[src/rtl/dv_pkg.sv]
package dv_pkg;

    typedef enum logic [1:0] {
        ST_IDLE = 2'd0,
        ST_CONV = 2'd1,
        ST_DIV  = 2'd2
    } dv_state_e;

    typedef enum logic [2:0] {
        EV_NONE   = 3'd0,
        EV_LAUNCH = 3'd1,
        EV_BRANCH = 3'd2,
        EV_ELSE   = 3'd3,
        EV_RECONV = 3'd4,
        EV_ADV    = 3'd5
    } dv_event_e;

endpackage

[src/rtl/dv_evt_arb.sv]
module dv_evt_arb
    import dv_pkg::*;
(
    input  logic      launch_valid,
    input  logic      br_valid,
    input  logic      else_valid,
    input  logic      reconv_valid,
    input  logic      adv_valid,
    output dv_event_e ev
);

    // Fixed priority: one event acts per cycle
    always_comb begin
        if (launch_valid)      ev = EV_LAUNCH;
        else if (br_valid)     ev = EV_BRANCH;
        else if (else_valid)   ev = EV_ELSE;
        else if (reconv_valid) ev = EV_RECONV;
        else if (adv_valid)    ev = EV_ADV;
        else                   ev = EV_NONE;
    end

endmodule

[src/rtl/dv_split.sv]
module dv_split #(
    parameter int NT = 32
) (
    input  logic [NT-1:0] active,
    input  logic [NT-1:0] cond,
    output logic [NT-1:0] taken_mask,
    output logic [NT-1:0] ntaken_mask,
    output logic          all_taken,
    output logic          none_taken
);

    for (genvar i = 0; i < NT; i++) begin : g_lane
        assign taken_mask[i]  = active[i] & cond[i];
        assign ntaken_mask[i] = active[i] & ~cond[i];
    end

    assign all_taken  = (ntaken_mask == '0);
    assign none_taken = (taken_mask == '0);

endmodule

[src/rtl/dv_stack.sv]
module dv_stack #(
    parameter int NT    = 32,
    parameter int PC_W  = 32,
    parameter int DEPTH = 8,
    localparam int CW   = $clog2(DEPTH + 1),
    localparam int IW   = (DEPTH > 1) ? $clog2(DEPTH) : 1
) (
    input  logic            clk,
    input  logic            rst_n,
    input  logic            clr,
    input  logic            push,
    input  logic [PC_W-1:0] push_join,
    input  logic [PC_W-1:0] push_epc,
    input  logic [NT-1:0]   push_emask,
    input  logic [NT-1:0]   push_pre,
    input  logic            pop,
    input  logic            mark_else,
    output logic [PC_W-1:0] top_join,
    output logic [PC_W-1:0] top_epc,
    output logic [NT-1:0]   top_emask,
    output logic [NT-1:0]   top_pre,
    output logic            top_in_else,
    output logic [CW-1:0]   count,
    output logic            full,
    output logic            empty
);

    logic [PC_W-1:0]  join_q  [DEPTH];
    logic [PC_W-1:0]  epc_q   [DEPTH];
    logic [NT-1:0]    emask_q [DEPTH];
    logic [NT-1:0]    pre_q   [DEPTH];
    logic [DEPTH-1:0] phase_q;
    logic [CW-1:0]    cnt_q;
    logic [IW-1:0]    top_idx;
    logic [IW-1:0]    wr_idx;

    assign empty   = (cnt_q == '0);
    assign full    = (cnt_q == CW'(DEPTH));
    assign count   = cnt_q;
    assign top_idx = empty ? '0 : IW'(cnt_q - CW'(1));
    assign wr_idx  = full ? '0 : IW'(cnt_q);

    assign top_join    = join_q[top_idx];
    assign top_epc     = epc_q[top_idx];
    assign top_emask   = emask_q[top_idx];
    assign top_pre     = pre_q[top_idx];
    assign top_in_else = phase_q[top_idx];

    always_ff @(posedge clk) begin
        if (!rst_n) begin
            cnt_q   <= '0;
            phase_q <= '0;
        end else if (clr) begin
            cnt_q   <= '0;
            phase_q <= '0;
        end else if (push && !full) begin
            phase_q[wr_idx] <= 1'b0;
            cnt_q           <= cnt_q + CW'(1);
        end else if (pop && !empty) begin
            phase_q[top_idx] <= 1'b0;
            cnt_q            <= cnt_q - CW'(1);
        end else if (mark_else && !empty) begin
            phase_q[top_idx] <= 1'b1;
        end
    end

    always_ff @(posedge clk) begin
        if (push && !full && !clr) begin
            join_q[wr_idx]  <= push_join;
            epc_q[wr_idx]   <= push_epc;
            emask_q[wr_idx] <= push_emask;
            pre_q[wr_idx]   <= push_pre;
        end
    end

    AST_PUSH_ROOM: assert property (@(posedge clk) disable iff (!rst_n) push |-> !full);
    AST_POP_HAS_ENTRY: assert property (@(posedge clk) disable iff (!rst_n) pop |-> !empty);
    AST_DEPTH_BOUND: assert property (@(posedge clk) disable iff (!rst_n) cnt_q <= CW'(DEPTH));
    AST_PUSH_GROWS: assert property (@(posedge clk) disable iff (!rst_n) (push && !clr) |=> cnt_q == $past(cnt_q) + CW'(1));

endmodule

[src/rtl/dv_mask_unit.sv]
module dv_mask_unit
    import dv_pkg::*;
#(
    parameter int NUM_THREADS = 32,
    parameter int PC_W        = 32,
    parameter int STACK_DEPTH = 8,
    parameter int PC_STEP     = 4,
    localparam int CW         = $clog2(STACK_DEPTH + 1)
) (
    input  logic                   clk,
    input  logic                   rst_n,
    input  logic                   launch_valid,
    input  logic [NUM_THREADS-1:0] launch_mask,
    input  logic [PC_W-1:0]        launch_pc,
    input  logic                   adv_valid,
    input  logic                   br_valid,
    input  logic [NUM_THREADS-1:0] br_cond,
    input  logic [PC_W-1:0]        br_taken_pc,
    input  logic [PC_W-1:0]        br_else_pc,
    input  logic [PC_W-1:0]        br_join_pc,
    input  logic                   else_valid,
    input  logic                   reconv_valid,
    input  logic [PC_W-1:0]        evt_join_pc,
    input  logic                   barrier_req,
    output logic                   issue_valid,
    output logic [NUM_THREADS-1:0] active_mask,
    output logic [PC_W-1:0]        cur_pc,
    output logic                   diverged,
    output logic [CW-1:0]          stack_depth,
    output logic                   uniform_br,
    output logic                   stack_ovf,
    output logic                   barrier_err
);

    localparam int NT = NUM_THREADS;

    dv_state_e       state_q, state_d;
    logic [NT-1:0]   mask_q, mask_d;
    logic [NT-1:0]   wmask_q, wmask_d;
    logic [PC_W-1:0] pc_q, pc_d;
    logic            unif_q, unif_d;
    logic            ovf_q, ovf_d;
    logic            berr_q, berr_d;

    dv_event_e       ev;
    logic [NT-1:0]   tk_mask, nt_mask;
    logic            all_tk, none_tk;

    logic            stk_clr, stk_push, stk_pop, stk_mark;
    logic [PC_W-1:0] top_join, top_epc;
    logic [NT-1:0]   top_emask, top_pre;
    logic            top_in_else;
    logic [CW-1:0]   stk_cnt;
    logic            stk_full, stk_empty;
    logic            top_match;

    dv_evt_arb i_arb (
        .launch_valid (launch_valid),
        .br_valid     (br_valid),
        .else_valid   (else_valid),
        .reconv_valid (reconv_valid),
        .adv_valid    (adv_valid),
        .ev           (ev)
    );

    dv_split #(.NT(NT)) i_split (
        .active      (mask_q),
        .cond        (br_cond),
        .taken_mask  (tk_mask),
        .ntaken_mask (nt_mask),
        .all_taken   (all_tk),
        .none_taken  (none_tk)
    );

    dv_stack #(.NT(NT), .PC_W(PC_W), .DEPTH(STACK_DEPTH)) i_stack (
        .clk         (clk),
        .rst_n       (rst_n),
        .clr         (stk_clr),
        .push        (stk_push),
        .push_join   (br_join_pc),
        .push_epc    (br_else_pc),
        .push_emask  (nt_mask),
        .push_pre    (mask_q),
        .pop         (stk_pop),
        .mark_else   (stk_mark),
        .top_join    (top_join),
        .top_epc     (top_epc),
        .top_emask   (top_emask),
        .top_pre     (top_pre),
        .top_in_else (top_in_else),
        .count       (stk_cnt),
        .full        (stk_full),
        .empty       (stk_empty)
    );

    assign top_match = !stk_empty && (top_join == evt_join_pc);

    // Next-state and event handling
    always_comb begin
        state_d  = state_q;
        mask_d   = mask_q;
        wmask_d  = wmask_q;
        pc_d     = pc_q;
        ovf_d    = ovf_q;
        unif_d   = 1'b0;
        berr_d   = barrier_req && (state_q != ST_IDLE) && (mask_q != wmask_q);
        stk_clr  = 1'b0;
        stk_push = 1'b0;
        stk_pop  = 1'b0;
        stk_mark = 1'b0;

        unique case (ev)
            EV_LAUNCH: begin
                if (launch_mask != '0) begin
                    state_d = ST_CONV;
                    mask_d  = launch_mask;
                    wmask_d = launch_mask;
                    pc_d    = launch_pc;
                    ovf_d   = 1'b0;
                    stk_clr = 1'b1;
                end
            end
            EV_BRANCH: begin
                if (state_q != ST_IDLE) begin
                    if (all_tk) begin
                        pc_d   = br_taken_pc;
                        unif_d = 1'b1;
                    end else if (none_tk) begin
                        pc_d   = br_else_pc;
                        unif_d = 1'b1;
                    end else if (stk_full) begin
                        ovf_d = 1'b1;
                    end else begin
                        stk_push = 1'b1;
                        mask_d   = tk_mask;
                        pc_d     = br_taken_pc;
                        state_d  = ST_DIV;
                    end
                end
            end
            EV_ELSE: begin
                if (state_q == ST_DIV && top_match && !top_in_else) begin
                    stk_mark = 1'b1;
                    mask_d   = top_emask;
                    pc_d     = top_epc;
                end
            end
            EV_RECONV: begin
                if (state_q == ST_DIV && top_match) begin
                    if (!top_in_else) begin
                        stk_mark = 1'b1;
                        mask_d   = top_emask;
                        pc_d     = top_epc;
                    end else begin
                        stk_pop = 1'b1;
                        mask_d  = top_pre;
                        pc_d    = top_join;
                        if (stk_cnt == CW'(1)) state_d = ST_CONV;
                    end
                end
            end
            EV_ADV: begin
                if (state_q != ST_IDLE) pc_d = pc_q + PC_W'(PC_STEP);
            end
            default: ;
        endcase
    end

    // State register
    always_ff @(posedge clk) begin
        if (!rst_n) begin
            state_q <= ST_IDLE;
            mask_q  <= '0;
            wmask_q <= '0;
            pc_q    <= '0;
            unif_q  <= 1'b0;
            ovf_q   <= 1'b0;
            berr_q  <= 1'b0;
        end else begin
            state_q <= state_d;
            mask_q  <= mask_d;
            wmask_q <= wmask_d;
            pc_q    <= pc_d;
            unif_q  <= unif_d;
            ovf_q   <= ovf_d;
            berr_q  <= berr_d;
        end
    end

    // Outputs
    always_comb begin
        issue_valid = (state_q != ST_IDLE);
        diverged    = (state_q == ST_DIV);
        active_mask = mask_q;
        cur_pc      = pc_q;
        stack_depth = stk_cnt;
        uniform_br  = unif_q;
        stack_ovf   = ovf_q;
        barrier_err = berr_q;
    end

    AST_MASK_NONZERO: assert property (@(posedge clk) disable iff (!rst_n) issue_valid |-> active_mask != '0);
    AST_MASK_IN_WARP: assert property (@(posedge clk) disable iff (!rst_n) issue_valid |-> (active_mask & ~wmask_q) == '0);
    AST_CONV_EMPTY: assert property (@(posedge clk) disable iff (!rst_n) (state_q == ST_CONV) |-> stack_depth == '0);
    AST_DIV_NONEMPTY: assert property (@(posedge clk) disable iff (!rst_n) diverged |-> stack_depth != '0);
    AST_UNIFORM_NO_PUSH: assert property (@(posedge clk) disable iff (!rst_n) uniform_br |-> stack_depth == $past(stack_depth));
    AST_RESTORE_MASK: assert property (@(posedge clk) disable iff (!rst_n) stk_pop |=> active_mask == $past(top_pre));
    AST_NO_OVERFLOW: assert property (@(posedge clk) disable iff (!rst_n) $rose(stack_ovf) |-> $stable(stack_depth) && $stable(active_mask));
    AST_BARRIER_CAUSE: assert property (@(posedge clk) disable iff (!rst_n) barrier_err |-> $past(barrier_req));

endmodule

[config.mk]
export PLATFORM = sky130hd
export DESIGN_NAME = dv_mask_unit
export DESIGN_NICKNAME = d
export VERILOG_FILES = /design/src/rtl/dv_pkg.sv /design/src/rtl/dv_evt_arb.sv /design/src/rtl/dv_split.sv /design/src/rtl/dv_stack.sv /design/src/rtl/dv_mask_unit.sv
export SDC_FILE = /design/constraint.sdc
export NUM_CORES = 2
export LEC_CHECK = 0
export BUFFER_PORTS_ARGS = -buffer_cell sky130_fd_sc_hd__buf_2
export CAP_MARGIN = 20
export CORE_ASPECT_RATIO = 0.75
export CORE_UTILIZATION = 37
export DETAILED_ROUTE_END_ITERATION = 7
export GPL_ROUTABILITY_DRIVEN = 1
export SLEW_MARGIN = 40
export SYNTH_ARGS = -nofsm -noshare
export SYNTH_HDL_FRONTEND = slang
export SYNTH_SLANG_ARGS = --single-unit
[constraint.sdc]
create_clock -name clk -period 28.4 [get_ports clk]
set_input_delay 2.84 -clock clk [delete_from_list [all_inputs] [get_ports clk]]
set_output_delay 2.84 -clock clk [all_outputs]
set_load 0.01 [all_outputs]
==> metrics.txt <==
Slowest Stage Delay on Critical Path 700 ps; RSZ-0062 raised after global routing no; clk root buf clkbuf_16; Core Area 0.125 sq mm; I/O pins 305; Seq cells post-synth 1137; most frequent cells in the layout 1024 x edfxtp_1, 304 x buf_2, 271 x nand2_1; Mapped Area 0.0469 sq mm; cells after synthesis 3227; Crit path max-delay family buffers and inverters; worst vdd ir 0.0457 mV; Total Die Area 0.128 sq mm; number of buffers added on ports 304; Post-Syn Nets 3463; Leak Pwr 17.9 nW; Initial Util 37.5%; Max Slew Vio Count 0; Routed wire per std cell 30.3 um; total vias in the final route 31793; first-pass GRT wire length 226000 um; Tot Pwr 3.66 mW; Hold Fails Final Rpt 0; First DRT Iteration DRCs 4422; cells along the critical path clkinv_1 -> buf_4 -> ha_4 -> xnor2_4 -> buf_4 -> buf_4 -> nand2_1 -> o221ai_1 -> a2bb2oi_1 -> nand4_1 -> or4_1 -> nor4_2 -> nand3_2 -> a22o_2 -> buf_4 -> mux2i_1; status finished clean; row cnt 112; largest net degree at the start of global routing 128; WP data arrival 7700 ps; residual DRC count 0; vias in the first global route 29571; nets 3759; crit path kind register to register; sequential element share of the synthesized area 70.4%; GRT Util Overall 24.5%; Post-CTS Resized 0; post-route insts no fill 5281; drt via density 6.02; CTS H-Tree Depth 3; Post-DP Area 0.0507 sq mm; WL final 160000 um; worst-path maximum fanout 48; Worst setup SP type register; chip height 310 um; Synth cell types 89; CTS sink cnt 1137; post-route cell area 0.0545 sq mm; hpwl dp 102000 um; syn avg cell area 14.5 sq um; power per cell area 67.1 mW/mm^2; Worst Setup End Kind register; Worst Path Required 28940 ps; final setup vio count 0; layout cells sized above 1 21.4%; antenna violations before repair 15; shortest period the worst path allows 7160 ps; fmax 140 MHz; commonest non-fill, non-tap cell in the layout edfxtp_1; Sum Neg Setup Slack 0 ps; Clock Path Buffers 3; worst hold path class register to register; measured slew at the worst slew-check pin 928 ps; clock skew 28.3 ps; total gr overflow 0; placed cell count 5058; Post-synth EDFFs 1024; max_cap viols 0; Die Wd 413 um; FILL cells 11241; fin crit share 25.2%; Bufs and invs on worst path 5; Final Wtd Congestion 0.966; Synth async-reset ratio 0%; Synth Warn # 0; Reg clk slew, reported paths 70 ps; clk_lat worst skew 700 ps; drt first pass iters 6; CP most frequent cell buf_4; CTS Buf Count 115; Slew HR 38.1%; CTS Hold Bufs 0; Post-CTS Setup Inserts 0; CP max-delay cell xnor2_4; final hold slack 465 ps; area delta synth->final 16.1%; Primary FF master, synth edfxtp_1; DRT antenna net count 0; CTS tree built
==> Yosys cell counts (25+ instances only) <==
cell,n,area (sq um)
nand2_1,273,1020
xnor2_1,41,359
xor2_1,32,280
o221ai_1,58,508
a221oi_1,25,219
o22ai_1,212,1330
nand4_1,29,181
nor3_1,28,140
mux2_2,125,1410
nor2_1,112,420
a21oi_1,83,415
o21ai_0,129,646
buf_1,32,120
edfxtp_1,1024,30700
o22a_1,26,228
mux2i_1,161,1610
nand3_1,73,365
buf_2,33,165
dfxtp_1,113,2260
o211ai_1,50,375
nor2b_1,43,269
clkbuf_1,131,492
nor4_1,43,269
a32oi_1,37,324
==> tightest hold or removal path: stages (launching register included) <==
cell	delay, ps
dfxtp_1	310
nand2_1	50
mux2i_1	60
==> cells by family (layout without fill, tap and decap cells) <==
family | count (synthesis) | in the layout | synth area share, %
simple gates | 684 | 684 | 7.06
flops | 1137 | 1137 | 70.4
buf+inv | 229 | 625 | 2.12
xor+xnor | 74 | 74 | 1.40
compound gates | 796 | 796 | 11.7
fa+ha+maj | 4 | 4 | 0.107
mux | 303 | 303 | 7.25
other cells | 0 | 5 | 0
==> final cells by class <==
type	instances	area [sq um]	area share (%)
Sequential cell	1137	33000	60.6
Multi-Input combinational cell	1861	13200	24.2
Clock buffer	145	3160	5.80
Timing Repair Buffer	392	2380	4.36
Tap cell	1653	2070	3.80
Clock inverter	72	594	1.09
Inverter	16	62.6	0.115
Antenna cell	5	12.5	0.0230
==> registers in the layout, summed over array words and instances (netlist names), named ones only <==
| name | cells |
|---|---|
| i_stack.emask_q | 256 |
| i_stack.epc_q | 256 |
| i_stack.join_q | 256 |
| i_stack.pre_q | 256 |
| active_mask | 32 |
| cur_pc | 32 |
| wmask_q | 32 |
| i_stack.count | 4 |
| state_q | 2 |
| barrier_err | 1 |
| stack_ovf | 1 |
| uniform_br | 1 |
==> worst paths after layout <==
check	startpoint	to	slack (ps)	cells after the start
worst min-delay path	cur_pc[0]	cur_pc[0]	470	2
worst max-delay path	i_stack.count[0]	active_mask[8]	21240	16
worst max register to register	i_stack.count[0]	active_mask[8]	21240	16
worst min register to register	cur_pc[0]	cur_pc[0]	470	2
==> routing by layer <==
metal	share of wire [%]	GRT usage, %
met1	43	35.8
met2	44	36.2
met3	10	4.93
met4	3.9	8.92
met5	0.027	0
==> where the power goes <==
part / internal [mW] / total, mW / switching [mW]
Combinational: 0.0885 / 0.277 / 0.189
Sequential: 1.85 / 1.87 / 0.0274
Clock: 0.858 / 1.51 / 0.649
==> per-stage QoR <==
step	utilization, %	setup slack (ps)
6_report	43.5	21240
5_1_grt	43.5	21040
4_1_cts	43.5	21320
3_5_place_dp	40.5	20580
3_3_place_gp	40.3	20250
2_1_floorplan	-	14770
No activity file was read; power rests on OpenSTA's default activity.
